<file path="config.mk">
export PLATFORM = sky130hd
export DESIGN_NAME = pair_check_queue
export DESIGN_NICKNAME = d
export VERILOG_FILES = /design/src/rtl/pcq_pkg.sv /design/src/rtl/pcq_tmr_store.sv /design/src/rtl/pcq_value_regs.sv /design/src/rtl/pair_check_queue.sv
export SDC_FILE = /design/constraint.sdc
export NUM_CORES = 1
export LEC_CHECK = 0
export CORE_ASPECT_RATIO = 0.5
export CORE_MARGIN = 1.5
export CORE_UTILIZATION = 42
export CTS_BUF_LIST = sky130_fd_sc_hd__clkbuf_8
export CTS_CLUSTER_SIZE = 28
export DETAILED_ROUTE_END_ITERATION = 6
export DONT_BUFFER_PORTS = 1
export GPL_ROUTABILITY_DRIVEN = 0
export SLEW_MARGIN = 40
export SYNTH_ARGS = -nofsm -noshare
export SYNTH_HDL_FRONTEND = slang
export SYNTH_HIERARCHICAL = 1
export SYNTH_SLANG_ARGS = --single-unit
export TNS_END_PERCENT = 10
</file>
<file path="constraint.sdc">
create_clock -name clk -period 12.85 [get_ports clk]
set_input_delay 1.9275 -clock clk [delete_from_list [all_inputs] [get_ports clk]]
set_output_delay 1.9275 -clock clk [all_outputs]
set_load 0.02 [all_outputs]
</file>
<file path="src/rtl/pcq_pkg.sv">
package pcq_pkg;
  // entry word layout: {status[1:0], full}
  localparam int unsigned WORD_W   = 3;
  localparam logic [1:0]  ST_WAIT  = 2'b00;
  localparam logic [1:0]  ST_PASS  = 2'b01;
  localparam logic [1:0]  ST_FAIL  = 2'b10;
  localparam int unsigned COPIES   = 3;
endpackage

</file>
<file path="src/rtl/pcq_tmr_store.sv">
module pcq_tmr_store #(
  parameter  int unsigned ENTRIES = 16,
  parameter  int unsigned W       = 3,
  localparam int unsigned IDX_W   = $clog2(ENTRIES),
  localparam int unsigned SEL_W   = $clog2(W)
) (
  input  logic                 clk,
  input  logic                 rst,
  input  logic                 clr_all,
  input  logic                 clr_en,
  input  logic [IDX_W-1:0]     clr_idx,
  input  logic                 a_en,
  input  logic [IDX_W-1:0]     a_idx,
  input  logic [W-1:0]         a_val,
  input  logic                 b_en,
  input  logic [IDX_W-1:0]     b_idx,
  input  logic [W-1:0]         b_val,
  input  logic                 upset_en,
  input  logic [IDX_W-1:0]     upset_idx,
  input  logic [1:0]           upset_copy,
  input  logic [SEL_W-1:0]     upset_bit,
  output logic [ENTRIES*W-1:0] voted
);
  logic upset_legal;
  assign upset_legal = upset_en && (32'(upset_bit) < W);

  genvar c;
  generate
    for (c = 0; c < pcq_pkg::COPIES; c++) begin : g_copy
      logic [W-1:0] mem_q [ENTRIES];
      always_ff @(posedge clk) begin
        for (int e = 0; e < ENTRIES; e++) begin
          if (rst || clr_all)
            mem_q[e] <= '0;
          else if (clr_en && clr_idx == IDX_W'(e))
            mem_q[e] <= '0;
          else if (a_en && a_idx == IDX_W'(e))
            mem_q[e] <= a_val;
          else if (b_en && b_idx == IDX_W'(e))
            mem_q[e] <= b_val;
          else if (upset_legal && upset_idx == IDX_W'(e) && upset_copy == 2'(c))
            mem_q[e] <= mem_q[e] ^ (W'(1) << upset_bit);
        end
      end
    end
  endgenerate

  genvar e;
  generate
    for (e = 0; e < ENTRIES; e++) begin : g_vote
      assign voted[e*W +: W] = (g_copy[0].mem_q[e] & g_copy[1].mem_q[e]) |
                               (g_copy[0].mem_q[e] & g_copy[2].mem_q[e]) |
                               (g_copy[1].mem_q[e] & g_copy[2].mem_q[e]);
    end
  endgenerate

  logic [IDX_W-1:0] clr_idx_q;
  always_ff @(posedge clk) clr_idx_q <= clr_idx;


  wipe_all_chk: assert property (@(posedge clk) disable iff (rst)
    clr_all |=> voted == '0);


  slot_clear_chk: assert property (@(posedge clk) disable iff (rst)
    (clr_en && !clr_all) |=> voted[clr_idx_q*W +: W] == '0);
endmodule

</file>
<file path="src/rtl/pcq_value_regs.sv">
module pcq_value_regs #(
  parameter  int unsigned ENTRIES = 16,
  parameter  int unsigned DATA_W  = 32,
  localparam int unsigned IDX_W   = $clog2(ENTRIES)
) (
  input  logic              clk,
  input  logic              a_we,
  input  logic [IDX_W-1:0]  a_idx,
  input  logic [DATA_W-1:0] a_data,
  input  logic              b_we,
  input  logic [IDX_W-1:0]  b_idx,
  input  logic [DATA_W-1:0] b_data,
  output logic [DATA_W-1:0] a_rd,
  output logic [DATA_W-1:0] b_rd
);
  logic [DATA_W-1:0] val_q [ENTRIES];

  always_ff @(posedge clk) begin
    for (int e = 0; e < ENTRIES; e++) begin
      if (a_we && a_idx == IDX_W'(e))
        val_q[e] <= a_data;
      else if (b_we && b_idx == IDX_W'(e))
        val_q[e] <= b_data;
    end
  end

  assign a_rd = val_q[a_idx];
  assign b_rd = val_q[b_idx];
endmodule

</file>
<file path="src/rtl/pair_check_queue.sv">
module pair_check_queue #(
  parameter  int unsigned DATA_W  = 32,
  parameter  int unsigned ENTRIES = 16,
  localparam int unsigned SLOT_W  = $clog2(ENTRIES),
  localparam int unsigned WORD_W  = pcq_pkg::WORD_W
) (
  input  logic              clk,
  input  logic              rst,
  input  logic              lead_valid,
  input  logic [SLOT_W-1:0] lead_slot,
  input  logic [DATA_W-1:0] lead_data,
  input  logic              trail_valid,
  input  logic [SLOT_W-1:0] trail_slot,
  input  logic [DATA_W-1:0] trail_data,
  input  logic              head_valid,
  input  logic [SLOT_W-1:0] head_slot,
  input  logic              upset_en,
  input  logic [SLOT_W-1:0] upset_slot,
  input  logic [1:0]        upset_copy,
  input  logic [1:0]        upset_bit,
  output logic              retire_ok,
  output logic              head_stall,
  output logic              flush_valid,
  output logic [SLOT_W-1:0] flush_slot
);
  import pcq_pkg::*;

  logic [ENTRIES*WORD_W-1:0] word_vec;
  logic [WORD_W-1:0] lead_word, trail_word, head_word;
  logic [DATA_W-1:0] lead_stored, trail_stored;
  logic same_slot, lead_open, trail_open;
  logic head_pass, head_fail, head_wait, retire_now, flush_now;
  logic a_en, b_en, a_dep, b_dep;
  logic [WORD_W-1:0] a_val, b_val;

  assign lead_word  = word_vec[lead_slot*WORD_W  +: WORD_W];
  assign trail_word = word_vec[trail_slot*WORD_W +: WORD_W];
  assign head_word  = word_vec[head_slot*WORD_W  +: WORD_W];

  assign head_pass  = head_word[2:1] == ST_PASS;
  assign head_wait  = head_word[2:1] == ST_WAIT;
  assign head_fail  = head_word[2];
  assign retire_now = head_valid && head_pass;
  assign flush_now  = head_valid && head_fail;

  assign same_slot  = lead_valid && trail_valid && (lead_slot == trail_slot);
  assign lead_open  = lead_word[2:1]  == ST_WAIT;
  assign trail_open = trail_word[2:1] == ST_WAIT;

  always_comb begin
    a_en  = lead_valid && lead_open && !flush_now;
    a_dep = 1'b0;
    if (same_slot)
      a_val = {(lead_data == trail_data) ? ST_PASS : ST_FAIL, 1'b0};
    else if (lead_word[0])
      a_val = {(lead_data == lead_stored) ? ST_PASS : ST_FAIL, 1'b0};
    else begin
      a_val = {ST_WAIT, 1'b1};
      a_dep = a_en;
    end
  end

  always_comb begin
    b_en  = trail_valid && trail_open && !same_slot && !flush_now;
    b_dep = 1'b0;
    if (trail_word[0])
      b_val = {(trail_data == trail_stored) ? ST_PASS : ST_FAIL, 1'b0};
    else begin
      b_val = {ST_WAIT, 1'b1};
      b_dep = b_en;
    end
  end

  pcq_tmr_store #(.ENTRIES(ENTRIES), .W(WORD_W)) u_status (
    .clk        (clk),
    .rst        (rst),
    .clr_all    (flush_now),
    .clr_en     (retire_now),
    .clr_idx    (head_slot),
    .a_en       (a_en),
    .a_idx      (lead_slot),
    .a_val      (a_val),
    .b_en       (b_en),
    .b_idx      (trail_slot),
    .b_val      (b_val),
    .upset_en   (upset_en),
    .upset_idx  (upset_slot),
    .upset_copy (upset_copy),
    .upset_bit  (upset_bit),
    .voted      (word_vec)
  );

  pcq_value_regs #(.ENTRIES(ENTRIES), .DATA_W(DATA_W)) u_values (
    .clk    (clk),
    .a_we   (a_dep),
    .a_idx  (lead_slot),
    .a_data (lead_data),
    .b_we   (b_dep),
    .b_idx  (trail_slot),
    .b_data (trail_data),
    .a_rd   (lead_stored),
    .b_rd   (trail_stored)
  );

  always_ff @(posedge clk) begin
    if (rst) begin
      retire_ok   <= 1'b0;
      head_stall  <= 1'b0;
      flush_valid <= 1'b0;
      flush_slot  <= '0;
    end else begin
      retire_ok   <= retire_now;
      head_stall  <= head_valid && head_wait;
      flush_valid <= flush_now;
      if (flush_now) flush_slot <= head_slot;
    end
  end


  answer_onehot_chk: assert property (@(posedge clk) disable iff (rst)
    $onehot0({retire_ok, head_stall, flush_valid}));


  flush_slot_chk: assert property (@(posedge clk) disable iff (rst)
    flush_valid |-> flush_slot == $past(head_slot));


  flush_empty_chk: assert property (@(posedge clk) disable iff (rst)
    flush_valid |-> word_vec == '0);


  retire_query_chk: assert property (@(posedge clk) disable iff (rst)
    retire_ok |-> $past(head_valid));
endmodule

</file>
==> results.toml <==
[placed_design]
pre_cts_slack_ns = 6.410
portBuffers = 0
dpl.hpwl_um = 74990

[die]
die_width_um = 448.5
core_area_um2 = 98000
start_util_pct = 42.53
top_level_ports = 97
die_h_um = 225.8
row_count = 81
design.die.area_um2 = 101200

[detailed_routing]
drt_pass1_iterations = 6
wl_per_cell_um = 31.40
avgViaCountPerCell = 6.592
remaining_drc_errors = 0
drt-initial-drc-count = 3266
num_vias = 27690
ant_nets = 0
wl_um = 131900

[clock_tree]
cts_setup_buffers = 0
postCtsHoldBufs = 0
cts_made_buffers = 105
cts_tree = "built"
root_buffer = "clkbuf_8"
ctsResizeCount = 0
clock-sinks = 663
cts_buffer_depth = 3
ctsHtreeMaxLevel = 3
clk_pin_slew_ns = 0.06
clock_latency_ns = 0.81

[cells_and_area]
synthToLayoutAreaGrowth_pct = 7.256
nets = 2879
layout-drive-gt1-share_pct = 35.51
nFillCells = 8760

[setup_path]
r2r_start = "u_status/g_copy[2].mem_q[3][9]"
crit_path_max_incr_delay_ns = 0.81
critPathBufInv = 1
crit_end = "u_values/val_q[1][23]"
path_cells = "mux4_2 > mux4_2 > a21oi_4 > and2_1 > or3b_1 > o211ai_4 > buf_4 > mux2_2"
reg2reg_to = "u_values/val_q[1][23]"
path_delay_family = "multiplexers"
crit_required_ns = 13.38
start_kind = "input pin"
cpMostUsedCell = "mux4_2"
crit_fanout = 151
r2r_cells = 9
crit_path_start = "lead_slot[0]"
cpMaxStageDelayCell = "o211ai_4"
crit_path_end_kind = "register"
crit_cells = 8
worstSetupPathType = "in2reg"
crit_arrival_ns = 6.40
r2r_slack_ns = 7.34

[grt]
grt.total_usage_pct = 25.60
grt_pass1_vias = 27610
antenna_found_initial = 1
grt_pass1_wl_um = 190000
globalRouteOverflowTotal = 0
grt_start_max_net_pins = 164

[sta]
worst_slew_pin_slew_ns = 0.8835
finalCritPeriodShare_pct = 45.67
skew_ns = 0.06488
finalSetupViolations = 0
setup_ws_ns = 6.982
drv_slew = 0
period_needed_ns = 5.868
fmax_mhz = 170.4
setup_tns_ns = 0
hold_viol_final = 0
slew_headroom_pct = 40.78
rsz0062_at_grt = "false"

[logic_synthesis]
ys_seq_elements = 663
synth_top_cell_area_share_pct = 47.26
syn_inst = 2932
syn_area_per_cell_um2 = 14.22
synth-edff-count = 656
syn_nets = 3022
ys.flop_type = "edfxtp_1"
async_flop_share_pct = 0
syn_area_um2 = 41680
synth_area_leader_cell = "edfxtp_1"
synth-warning-count = 6
ys_seq_area_share_pct = 47.60
yosysUniqueCellTypes = 74
synth_area_leaders = "edfxtp_1 47%, mux4_2 15%, mux2_2 13%, xnor2_1 4.4%, o31ai_1 2.5%"

[power]
p_switching_uw = 1310
seqPwrFrac_pct = 51.1
p_leak_uw = 0.01410
ir_drop_mv = 0.06014
finalPower_uw = 4906
p_per_area_nw_per_um2 = 109.8
p_int_uw = 3596
comb_power_share_pct = 13.5
p_clk_share_pct = 35.4
switching_share_pct = 26.70

[hold_path]
min_path_type = "reg2reg"

[flow_run]
maxCapViolations = 0

[status]
outcome = "finished, final reports clean"
[cells by family after synthesis]
family                   share of synthesized area (%)
AND/OR/NAND/NOR                                  4.491
adder cells (fa/ha/maj)                          1.153
XOR/XNOR                                         5.127
AO/OA/AOI/OAI                                    9.030
multiplexers                                     29.10
buffers and inverters                            3.494
flip-flops                                       47.60
[how the worst min path moves through the flow]
stage / start / endpoint / slack, ns / cells after the start
3_5_place_dp: flush_slot[3] / flush_slot[3] / 0.56 / 2
6_report: flush_slot[3] / flush_slot[3] / 0.56 / 2
4_1_cts: flush_slot[3] / flush_slot[3] / 0.57 / 2
2_1_floorplan: flush_slot[3] / flush_slot[3] / 0.53 / 2
5_1_grt: flush_slot[1] / flush_slot[1] / 0.59 / 2
3_3_place_gp: flush_slot[3] / flush_slot[3] / 0.56 / 2
[cells in the mapped netlist, drive strengths merged, types with 4 or more instances]
cell,instances
nor2,31
o21ai,116
dfxtp,7
nor3b,4
nor4,15
o211a,11
a22oi,138
o211ai,19
clkbuf,178
nand4,28
nor3,11
or3,7
or2,6
nand2b,5
mux2,518
nand3b,10
and2,6
and3b,7
nand2,94
nor2b,20
a21oi,25
xnor2,209
xor2,35
nand3,26
a31oi,4
or3b,8
and3,57
buf,130
o31ai,140
maj3,48
mux2i,4
o311ai,4
inv,6
a211oi,49
mux4,277
edfxtp,656
[layout by cell type (no fill, tap or decap), types with 6 or more instances in the layout]
cell      instances
buf_6             7
o31ai_1         136
a21oi_1          23
mux2_1           35
inv_1            32
nand2_1          94
nand4_1          28
dfxtp_1           7
o21ai_4          12
nor2_1           25
clkinv_1         31
and3_1           55
nor2b_1          13
a22oi_1         138
or3_1             7
xor2_1           35
mux2_2          482
o211a_1          11
o211ai_1         11
edfxtp_1        656
nor3_1            9
o21ai_0          99
clkinv_2         17
mux4_2          273
nand3b_1         10
o211ai_4          7
buf_4            50
nand3_1          26
maj3_1           48
nor4_1           13
xnor2_1         209
nor2b_4           6
a211oi_1         48
or3b_2            7
clkbuf_8        108
[power groups by stage]
stage / Clock (uW) / Combinational (uW) / Sequential [uW]
after floorplan: 0 / 532 / 2540
after global placement: 0 / 639 / 2550
after detailed placement: 0 / 648 / 2550
after CTS: 1780 / 652 / 2510
after global routing: 1860 / 697 / 2510
final: 1740 / 664 / 2510
[worst reg2reg max path, delay by kind of cell (launching register included)]
kind / cells / cell delay [ns]
adder cells (fa/ha/maj): 1 / 0.48
multiplexers: 3 / 1.45
AND/OR/NAND/NOR: 2 / 1.03
AO/OA/AOI/OAI: 2 / 1.38
flip-flops: 1 / 0.42
buffers and inverters: 1 / 0.49
[state kept, by name (all words and copies together) (netlist names)]
register,cells
u_values/val_q,512
u_status/g_copy.mem_q,144
flush_slot,4
flush_valid,1
head_stall,1
retire_ok,1
[metrics by stage]
stage	util, %	hold slack (ns)	std cells	instance area [um2]
after CTS	45.55	0.5700	4196	44640
after global placement	43.54	0.5605	4005	42670
after detailed placement	43.61	0.5609	4008	42730
after floorplan	-	0.5284	2932	41680
final	45.61	0.5598	4200	44700
after global routing	45.61	0.5934	4198	44700
[layer usage]
layer	up-vias	wire length, um	track usage, %
met1	14400	55530	35.82
met5	-	0	0
met3	268	12830	5.448
li1	11600	-	-
met2	1419	59490	39.83
met4	0	4049	8.130
[final cells by class]
cell class                 count  area [um2]  share of cell area, %
sequential                   663       19840                  44.38
clock buffer                 108        1486                  3.325
tap                         1328        1662                  3.717
antenna                        2       5.005                0.01120
inverter                       6       22.52                0.05038
multi-input combinational   1955       20800                  46.54
timing repair buffer          58       469.2                  1.050
clock inverter                80       416.7                 0.9320
Note: power is estimated with default switching activity, not from simulation.
